==> src/rtl/xyb_pkg.sv <==
// Package xyb_pkg: shared qualifier encodings for the break comparator.
// Assumes 2-bit fields for the direction and size qualifiers.
package xyb_pkg;
    typedef enum logic [1:0] {
        RW_NONE = 2'b00,
        RW_RD   = 2'b01,
        RW_WR   = 2'b10,
        RW_ANY  = 2'b11
    } rw_qual_t;

    typedef enum logic [1:0] {
        SZ_ANY  = 2'b00,
        SZ_BYTE = 2'b01,
        SZ_WORD = 2'b10,
        SZ_LONG = 2'b11
    } size_qual_t;
endpackage

==> src/rtl/xyb_mask_cmp.sv <==
// Module xyb_mask_cmp: masked equality of two vectors.
// A mask bit of 1 removes that bit from the comparison. Purely combinational.
module xyb_mask_cmp #(
    parameter int W = 32
) (
    input  logic [W-1:0] lhs,
    input  logic [W-1:0] rhs,
    input  logic [W-1:0] mask,
    output logic         eq
);
    // compare only the unmasked bit positions
    always_comb begin
        eq = (((lhs ^ rhs) & ~mask) == '0);
    end


    always_comb begin
        if (&mask) begin
            mask_full_chk: assert (eq);
        end
    end
endmodule

==> src/rtl/xyb_src_sel.sv <==
// Module xyb_src_sel: picks the observed bus and the matching register half.
// Assumes each narrow bus is exactly half the main-bus width. In dual-memory
// mode the unused upper bits are padded with zero, and the mask is forced to
// ones there so that the padding never affects the result.
module xyb_src_sel #(
    parameter int AW   = 32,
    parameter int DW   = 32,
    parameter int XY_W = 16
) (
    input  logic          xy_en,
    input  logic          y_sel,
    input  logic          m_valid,
    input  logic          m_write,
    input  logic [AW-1:0] m_addr,
    input  logic [DW-1:0] m_data,
    input  logic          x_valid,
    input  logic          x_write,
    input  logic [XY_W-1:0] x_addr,
    input  logic [XY_W-1:0] x_data,
    input  logic          y_valid,
    input  logic          y_write,
    input  logic [XY_W-1:0] y_addr,
    input  logic [XY_W-1:0] y_data,
    input  logic [AW-1:0] ref_addr_in,
    input  logic [AW-1:0] ref_amask_in,
    input  logic [DW-1:0] ref_data_in,
    input  logic [DW-1:0] ref_dmask_in,
    output logic          bus_valid,
    output logic          bus_write,
    output logic [AW-1:0] bus_addr,
    output logic [DW-1:0] bus_data,
    output logic [AW-1:0] ref_addr,
    output logic [AW-1:0] ref_amask,
    output logic [DW-1:0] ref_data,
    output logic [DW-1:0] ref_dmask
);
    localparam int APAD = AW - XY_W;
    localparam int DPAD = DW - XY_W;

    logic [XY_W-1:0] n_addr, n_data, r_addr, r_amask, r_data, r_dmask;
    logic            n_valid, n_write;

    // choose the narrow bus and the register half that belongs to it
    always_comb begin
        if (y_sel) begin
            n_valid = y_valid;
            n_write = y_write;
            n_addr  = y_addr;
            n_data  = y_data;
            r_addr  = ref_addr_in[XY_W-1:0];
            r_amask = ref_amask_in[XY_W-1:0];
            r_data  = ref_data_in[XY_W-1:0];
            r_dmask = ref_dmask_in[XY_W-1:0];
        end else begin
            n_valid = x_valid;
            n_write = x_write;
            n_addr  = x_addr;
            n_data  = x_data;
            r_addr  = ref_addr_in[AW-1 -: XY_W];
            r_amask = ref_amask_in[AW-1 -: XY_W];
            r_data  = ref_data_in[DW-1 -: XY_W];
            r_dmask = ref_dmask_in[DW-1 -: XY_W];
        end
    end

    // route either the main bus or the chosen narrow bus to the comparators
    always_comb begin
        if (xy_en) begin
            bus_valid = n_valid;
            bus_write = n_write;
            bus_addr  = {{APAD{1'b0}}, n_addr};
            bus_data  = {{DPAD{1'b0}}, n_data};
            ref_addr  = {{APAD{1'b0}}, r_addr};
            ref_amask = {{APAD{1'b1}}, r_amask};
            ref_data  = {{DPAD{1'b0}}, r_data};
            ref_dmask = {{DPAD{1'b1}}, r_dmask};
        end else begin
            bus_valid = m_valid;
            bus_write = m_write;
            bus_addr  = m_addr;
            bus_data  = m_data;
            ref_addr  = ref_addr_in;
            ref_amask = ref_amask_in;
            ref_data  = ref_data_in;
            ref_dmask = ref_dmask_in;
        end
    end
endmodule

==> src/rtl/xyb_qual.sv <==
// Module xyb_qual: cycle qualification (cycle type, direction, size, prefetch).
// Assumes a prefetch is seen only on the main bus and behaves as a longword
// read that carries no data.
module xyb_qual
    import xyb_pkg::*;
(
    input  logic       xy_en,
    input  logic       data_cyc,
    input  logic       data_en,
    input  logic [1:0] rw_cfg,
    input  logic [1:0] size_cfg,
    input  logic       bus_valid,
    input  logic       bus_write,
    input  logic [1:0] m_size,
    input  logic       m_pref,
    output logic       qual_ok
);
    rw_qual_t   rw_q;
    size_qual_t sz_q;
    logic       eff_write, rw_ok, size_ok, pref_block;
    logic [1:0] eff_size;

    // a prefetch on the main bus overrides the direction and size
    always_comb begin
        rw_q      = rw_qual_t'(rw_cfg);
        sz_q      = size_qual_t'(size_cfg);
        eff_write = (!xy_en && m_pref) ? 1'b0 : bus_write;
        eff_size  = m_pref ? SZ_LONG : m_size;
    end

    // check the direction qualifier
    always_comb begin
        unique case (rw_q)
            RW_NONE: rw_ok = 1'b0;
            RW_RD:   rw_ok = !eff_write;
            RW_WR:   rw_ok = eff_write;
            default: rw_ok = 1'b1;
        endcase
    end

    // check the size qualifier; the narrow buses accept only word or any
    always_comb begin
        if (xy_en) size_ok = (sz_q == SZ_ANY) || (sz_q == SZ_WORD);
        else       size_ok = (sz_q == SZ_ANY) || (size_cfg == eff_size);
        pref_block = !xy_en && m_pref && data_en;
        qual_ok    = bus_valid && data_cyc && rw_ok && size_ok && !pref_block;
    end
endmodule

==> src/rtl/xyb_break_cmp.sv <==
// Module xyb_break_cmp: break-condition comparator for the main bus and the
// X/Y memory buses. Assumes the configuration ports are stable register
// outputs. Produces a registered hit pulse one clock after a qualifying cycle.
module xyb_break_cmp #(
    parameter int AW   = 32,
    parameter int DW   = 32,
    parameter int XY_W = 16
) (
    input  logic            clk,
    input  logic            rst_n,
    input  logic            cfg_xy_en,
    input  logic            cfg_y_sel,
    input  logic [1:0]      cfg_rw,
    input  logic [1:0]      cfg_size,
    input  logic            cfg_data_cyc,
    input  logic            cfg_data_en,
    input  logic [AW-1:0]   cmp_addr,
    input  logic [AW-1:0]   cmp_addr_mask,
    input  logic [DW-1:0]   cmp_data,
    input  logic [DW-1:0]   cmp_data_mask,
    input  logic            m_valid,
    input  logic            m_write,
    input  logic [1:0]      m_size,
    input  logic            m_pref,
    input  logic [AW-1:0]   m_addr,
    input  logic [DW-1:0]   m_data,
    input  logic            x_valid,
    input  logic            x_write,
    input  logic [XY_W-1:0] x_addr,
    input  logic [XY_W-1:0] x_data,
    input  logic            y_valid,
    input  logic            y_write,
    input  logic [XY_W-1:0] y_addr,
    input  logic [XY_W-1:0] y_data,
    output logic            brk_hit
);
    logic          bus_valid, bus_write, qual_ok, addr_eq, data_eq, hit_c;
    logic [AW-1:0] bus_addr, ref_addr, ref_amask;
    logic [DW-1:0] bus_data, ref_data, ref_dmask;

    xyb_src_sel #(.AW(AW), .DW(DW), .XY_W(XY_W)) u_sel (
        .xy_en(cfg_xy_en), .y_sel(cfg_y_sel),
        .m_valid(m_valid), .m_write(m_write), .m_addr(m_addr), .m_data(m_data),
        .x_valid(x_valid), .x_write(x_write), .x_addr(x_addr), .x_data(x_data),
        .y_valid(y_valid), .y_write(y_write), .y_addr(y_addr), .y_data(y_data),
        .ref_addr_in(cmp_addr), .ref_amask_in(cmp_addr_mask),
        .ref_data_in(cmp_data), .ref_dmask_in(cmp_data_mask),
        .bus_valid(bus_valid), .bus_write(bus_write),
        .bus_addr(bus_addr), .bus_data(bus_data),
        .ref_addr(ref_addr), .ref_amask(ref_amask),
        .ref_data(ref_data), .ref_dmask(ref_dmask)
    );

    xyb_qual u_qual (
        .xy_en(cfg_xy_en), .data_cyc(cfg_data_cyc), .data_en(cfg_data_en),
        .rw_cfg(cfg_rw), .size_cfg(cfg_size),
        .bus_valid(bus_valid), .bus_write(bus_write),
        .m_size(m_size), .m_pref(m_pref), .qual_ok(qual_ok)
    );

    xyb_mask_cmp #(.W(AW)) u_acmp (
        .lhs(bus_addr), .rhs(ref_addr), .mask(ref_amask), .eq(addr_eq)
    );

    xyb_mask_cmp #(.W(DW)) u_dcmp (
        .lhs(bus_data), .rhs(ref_data), .mask(ref_dmask), .eq(data_eq)
    );

    // combine the qualifier with the address and optional data compare
    always_comb begin
        hit_c = qual_ok && addr_eq && (!cfg_data_en || data_eq);
    end

    // register the hit so it appears for one clock after the bus cycle
    always_ff @(posedge clk) begin
        if (!rst_n) brk_hit <= 1'b0;
        else        brk_hit <= hit_c;
    end


    rw_none_chk: assert property (@(posedge clk) disable iff (!rst_n)
        (cfg_rw == 2'b00) |=> !brk_hit);


    pref_block_chk: assert property (@(posedge clk) disable iff (!rst_n)
        (!cfg_xy_en && m_pref && cfg_data_en) |=> !brk_hit);


    xy_size_chk: assert property (@(posedge clk) disable iff (!rst_n)
        (cfg_xy_en && cfg_size[0]) |=> !brk_hit);


    cyc_gate_chk: assert property (@(posedge clk) disable iff (!rst_n)
        !cfg_data_cyc |=> !brk_hit);


    idle_low_chk: assert property (@(posedge clk) disable iff (!rst_n)
        !(m_valid || x_valid || y_valid) |=> !brk_hit);
endmodule

==> config.mk <==
export PLATFORM = sky130hd
export DESIGN_NAME = xyb_break_cmp
export DESIGN_NICKNAME = d
export VERILOG_FILES = /design/src/rtl/xyb_pkg.sv /design/src/rtl/xyb_mask_cmp.sv /design/src/rtl/xyb_src_sel.sv /design/src/rtl/xyb_qual.sv /design/src/rtl/xyb_break_cmp.sv
export SDC_FILE = /design/constraint.sdc
export NUM_CORES = 1
export LEC_CHECK = 0
export BUFFER_PORTS_ARGS = -buffer_cell sky130_fd_sc_hd__buf_2
export CORE_AREA = 2 2 108 110
export DETAILED_ROUTE_END_ITERATION = 10
export DIE_AREA = 0 0 110 112
export PLACE_DENSITY = 0.55
export SYNTH_ARGS = -nofsm -noshare
export SYNTH_HDL_FRONTEND = slang
export SYNTH_SLANG_ARGS = --single-unit
==> constraint.sdc <==
create_clock -name clk -period 1.7 [get_ports clk]
set_input_delay 0.085 -clock clk [delete_from_list [all_inputs] [get_ports clk]]
set_output_delay 0.085 -clock clk [all_outputs]
set_load 0.02 [all_outputs]
# Word level (Yosys, flattened, before mapping)
# Cells that the tools add are included.
dict set report classes {
  n_addsub 0
  multipliers 0
  n_div 0
  order_cmp 0
  n_eq_ne 4
  n_shift 0
  mux 20
  bitwise_logic 6
  reduce_logical 19
}
# operator n
set op_table {}
lappend op_table {{$mux W32} 6}
lappend op_table {{$mux W16} 6}
lappend op_table {{$and A32 B32 Y32} 2}
lappend op_table {{$logic_not A32 Y1} 2}
lappend op_table {{$not A32 Y32} 2}
lappend op_table {{$xor A32 B32 Y32} 2}
lappend op_table {{$logic_and A1 B1 Y1} 8}
lappend op_table {{$mux W1} 6}
lappend op_table {{$eq A2 B2 Y1 const B} 2}
lappend op_table {{$logic_not A1 Y1} 4}
lappend op_table {{$logic_not A2 Y1} 2}
lappend op_table {{$logic_or A1 B1 Y1} 3}
lappend op_table {{$pmux W1 S3} 1}
lappend op_table {{$eq A2 B1 Y1 const B} 1}
lappend op_table {{$eq A2 B2 Y1} 1}
lappend op_table {{$mux W2} 1}
dict set report word_totals {
  register_bits 1
  latch_bits 0
  mem_bits_rw 0
  rom_bits 0
  in_bits 275
  elab_cells 50
  memories 0
}

# Longest topological paths before layout
dict set report logic_depth {
  ltp_word 10
  ltp_mapped 9
  mapped_depth_nobuf 7
}

# Hierarchy
# From an unflattened synthesis, not the netlist that was laid out.
dict set report hier_totals {
  hier_cells 415
  area_unflattened_um2 3330.7
}
# mod n_inst cells_each area_per_inst_um2 seq_area_each_um2
set by_module_without_submodules {}
lappend by_module_without_submodules {xyb_src_sel 1 292 2374.8 0.0}
lappend by_module_without_submodules {xyb_mask_cmp 2 53 414.1 0.0}
lappend by_module_without_submodules {xyb_qual 1 13 90.1 0.0}
lappend by_module_without_submodules {xyb_break_cmp 1 4 37.5 20.0}

# Least setup slack after synthesis
# OpenSTA, ideal clock, no wires.
dict set report synth_path {
  kind {input to register}
  start {input port cfg_y_sel}
  end {register brk_hit}
  arrival_ns 1.517
  path_slack_ns 0.079
  stages 8
  cell_sequence {buf_6 > buf_12 > mux2i_1 > nand2_1 > a221oi_1 > nor4b_2 > o211ai_1 > a2111oi_2}
}
dict set report synth_between {
  elab_chain_cells 10
}
# element line
set synth_lines {}
lappend synth_lines {{start, declared} xyb_break_cmp.sv:12} ;# input logic cfg_y_sel,
lappend synth_lines {{$mux W1} xyb_src_sel.sv:45} ;# if (y_sel) begin
lappend synth_lines {{$mux W1} xyb_src_sel.sv:68} ;# if (xy_en) begin
lappend synth_lines {{$mux W1} xyb_qual.sv:27} ;# eff_write = (!xy_en && m_pref) ? 1'b0 : bus_write;
lappend synth_lines {{$logic_not A1 Y1} xyb_qual.sv:35} ;# RW_RD: rw_ok = !eff_write;
lappend synth_lines {{$pmux W1 S3} xyb_qual.sv:33} ;# unique case (rw_q)
lappend synth_lines {{$logic_and A1 B1 Y1 (3 in series)} xyb_qual.sv:46} ;# qual_ok = bus_valid && data_cyc && rw_ok && size_ok && !pref_block;
lappend synth_lines {{$logic_and A1 B1 Y1} xyb_break_cmp.sv:71} ;# hit_c = qual_ok && addr_eq && (!cfg_data_en || data_eq);
lappend synth_lines {{$logic_and A1 B1 Y1 *} xyb_break_cmp.sv:71}
lappend synth_lines {{end signal, assigned} xyb_break_cmp.sv:77} ;# else brk_hit <= hit_c;
lappend synth_lines {{end, declared} xyb_break_cmp.sv:35} ;# output logic brk_hit
# Mark *: on every way between the ends. The rest lies on a longest branch, timed or not.
# A chain may end at the register's enable or synchronous reset.

# Worst setup path after layout
dict set report layout_path {
  start {input port cmp_data[17]}
  end {register brk_hit}
}
dict set report layout_between {
  elab_chain_cells 7
}
# element line
set layout_lines {}
lappend layout_lines {{start, declared} xyb_break_cmp.sv:19} ;# input logic [DW-1:0] cmp_data,
lappend layout_lines {{$mux W16} xyb_src_sel.sv:45}
lappend layout_lines {{$mux W32 *} xyb_src_sel.sv:68}
lappend layout_lines {{$xor A32 B32 Y32 *} xyb_mask_cmp.sv:13} ;# eq = (((lhs ^ rhs) & ~mask) == '0);
lappend layout_lines {{$and A32 B32 Y32 *} xyb_mask_cmp.sv:13}
lappend layout_lines {{$logic_not A32 Y1 *} xyb_mask_cmp.sv:13}
lappend layout_lines {{$logic_or A1 B1 Y1 *} xyb_break_cmp.sv:71}
lappend layout_lines {{$logic_and A1 B1 Y1 *} xyb_break_cmp.sv:71}
# Marked as above.

==> impl_results.md <==
- Final core utilization: 39.0%
- Final Wtd Congestion: 0.831
- Initial antenna violation count: 0
- Share of cells above drive strength 1: 55.1%
- Placed cells: 772
- Worst-path clk slew: 0 ps
- Worst hold start: cfg_data_en
- Leakage: 0.00206 uW
- Avg WL per Cell: 16.3 um
- Min Tclk post-route: 1780 ps
- Cells after Synth: 314
- Post-synth ARST share: 0%
- Die area: 12,300 um2
- Via Count: 3,632
- Tot GR Track Use: 18.7%
- Seq pwr share: 2.0%
- DPL Wire Length: 11.5 mm
- Largest family of logic cells by synthesized area: XOR/XNOR gates
- Crit share post-route: 105%
- Worst IR Drop VDD: 110 uV
- Endpoint, Worst Hold: brk_hit
- Crit Path Max Fanout: 2
- Clock share of power: 0%
- Register bit total from synthesis: 1
- Crit path DAT: 1670 ps
- Core footprint: 11,200 um2
- Initial Util: 20.5%
- Net Switching: 529 uW
- Die Span X: 110 um
- Die H: 112 um
- Post-synth EDFFs: 0
- Ys Warns: 0
- Io pins: 276
- Final net count: 907
- GRT overflow: 0
- Synthesized Nets: 589
- DRT Wirelength: 12.6 mm
- Largest net degree at the start of global routing: 15
- Peak Freq: 562 MHz
- Top reg by flops: brk_hit
- Largest registers: brk_hit: 1 flops
- Mapped Area: 2290 um2
- Via-to-Cell Ratio: 4.70
- Comb power frac: 98.0%
- Synth Flop Type: dfxtp_1
- Hold depth: 2
- Xor-xnor portion of the synthesized cell area: 41.4%
- Row Count: 39
- Post-route setup slack: -78.6 ps
- Post-synthesis cell type count: 45
- Internal power: 695 uW
- First-pass GRT wire length: 18.1 mm
- Layout area overhead: 90.5%
- Setup CP Type: in2reg
- Violated checks: setup timing
- TNS Setup: -78.6 ps
- Drt pass-1 iters: 4
- Hold Violations, Final: 0
- Sw Ratio: 43.2%
- Worst slew margin: 76.5%
- Post-synthesis compound-gate area fraction: 28.5%
- Crit start category: input port
- Final setup viols: 1
- Worst path cell trace: buf_2 -> xnor2_1 -> o22ai_1 -> nor4_2 -> buf_4 -> nand4_1 -> o21ai_1 -> nand4_1 -> a2111oi_2
- Post-route ant nets: 0
- Worst hold-check path type: in2reg
- Pwr dens: 281 nW/um2
- Fin. max-slew vios: 0
- RSZ-0062 raised after global routing: true
- Worst slack at placement: -326 ps
- DRT iter0 DRCs: 62
- Critical Path Sink Type: flop
- Largest register FFs: 1
- Max Cap Viol: 0
- Mean Syn Cell Area: 7.28 um2
- Post-Synth Adder-Cell Area: 0%
- Post-synthesis mux area share: 9.41%
- Non-filler cells, final: 773
- Synth Area in Simple Gates: 16.1%
- Slowest CP cell: nor4_2
- Number of global-route vias before repair: 3,735
- Final Power: 1220 uW
- Seq/Total Area, Yosys: 0.876%
- Setup repair bufs after CTS: 0
- Worst slew pin tran: 348 ps
- CP most frequent cell: nand4_1
- Drt drc: 0
- Worst path max stage delay: 330 ps
- Ant. Diodes: 0
- Run status: finished, violations left
- CP required: 1600 ps
- Port Buffers: 275
## cells by family (layout without fill, tap and decap cells)
family | count (synthesis) | in the layout
flops | 1 | 1
buf+inv | 13 | 329
simple gates | 72 | 72
mux | 21 | 21
compound gates | 99 | 99
xor+xnor | 108 | 108
## cells in the mapped netlist (all sizes together), types with 4 or more instances
| library cell | number | area (um2) |
|---|---|---|
| a21oi | 21 | 109 |
| xor2 | 17 | 149 |
| o21ai | 11 | 55.1 |
| a211oi | 4 | 30.0 |
| buf | 9 | 71.3 |
| inv | 4 | 15.0 |
| nor4 | 6 | 37.5 |
| nand2 | 7 | 26.3 |
| nor3 | 7 | 35.0 |
| nor2 | 31 | 116 |
| o22ai | 39 | 244 |
| mux2i | 20 | 200 |
| o221ai | 5 | 43.8 |
| xnor2 | 91 | 797 |
| nand2b | 4 | 25.0 |
## worst max-delay path by stage
| stage | from | to | slack [ps] | cells after the start |
|---|---|---|---|---|
| after detailed placement | cfg_y_sel | brk_hit | -330 | 10 |
| after global placement | cfg_y_sel | brk_hit | -270 | 10 |
| final | cmp_data[17] | brk_hit | -80 | 9 |
| after floorplan | cfg_y_sel | brk_hit | 80 | 8 |
| after CTS | cfg_xy_en | brk_hit | -110 | 8 |
| after global routing | cfg_y_sel | brk_hit | -300 | 9 |
## routing by layer
layer	share of wire, %	vias up	global-route usage [%]
met1	36	1633	19.3
li1	-	1815	-
met2	55	180	39.6
met3	8.3	4	2.40
met4	0.48	0	1.10
met5	0	-	0
## repair_timing
item | 4_1_cts | 5_1_grt
endpoints found under the setup margin | 1 | 1
cloned | 1 | 0
hold buffers | 0 | 0
resized for setup | 28 | 3
pin swaps | 15 | 1
## stage by stage
| stage | cell area [um2] | hold WS [ps] |
|---|---|---|
| final | 4360 | 315 |
| after floorplan | 2290 | 174 |
| after global placement | 4180 | 330 |
| after global routing | 4360 | 339 |
| after detailed placement | 4180 | 328 |
| after CTS | 4350 | 329 |
## cell usage in the layout (no fill, tap or decap), drive strengths merged, types with 2 or more instances in the layout
cell type,netlist,final
xor2,17,17
nand2,7,7
o21ai,11,11
o211ai,3,3
mux2i,20,20
nand2b,4,4
buf,9,324
nand4,3,3
nor2,31,31
nor3b,3,3
o32a,2,2
nor3,7,7
o221ai,5,5
inv,4,4
a211oi,4,4
o22ai,39,39
nor2b,2,2
nor4b,3,3
a21oi,21,21
xnor2,91,91
nor4,6,6
o32ai,3,3
a22oi,3,3
## power by group through the flow
stage | logic [uW] | clock network, uW | registers [uW]
floorplan | 525 | 0 | 24.0
global placement | 1140 | 0 | 24.0
detailed placement | 1150 | 0 | 24.0
CTS | 1210 | 0 | 24.0
global route | 1310 | 0 | 24.0
finish | 1200 | 0 | 24.0
## layout make-up
| class | instances | area, um2 |
|---|---|---|
| Fill cell | 1203 | 6820 |
| Inverter | 4 | 15.0 |
| Multi-Input combinational cell | 300 | 2300 |
| Sequential cell | 1 | 20.0 |
| Tap cell | 143 | 179 |
| Timing Repair Buffer | 325 | 1840 |
## critical path: cells and delay by family
kind                   cells  cell delay, ps
buffers and inverters      2             280
AND/OR/NAND/NOR            3             580
AO/OA/AOI/OAI              3             540
XOR/XNOR                   1             180
Note: power is estimated with default switching activity, not from simulation.
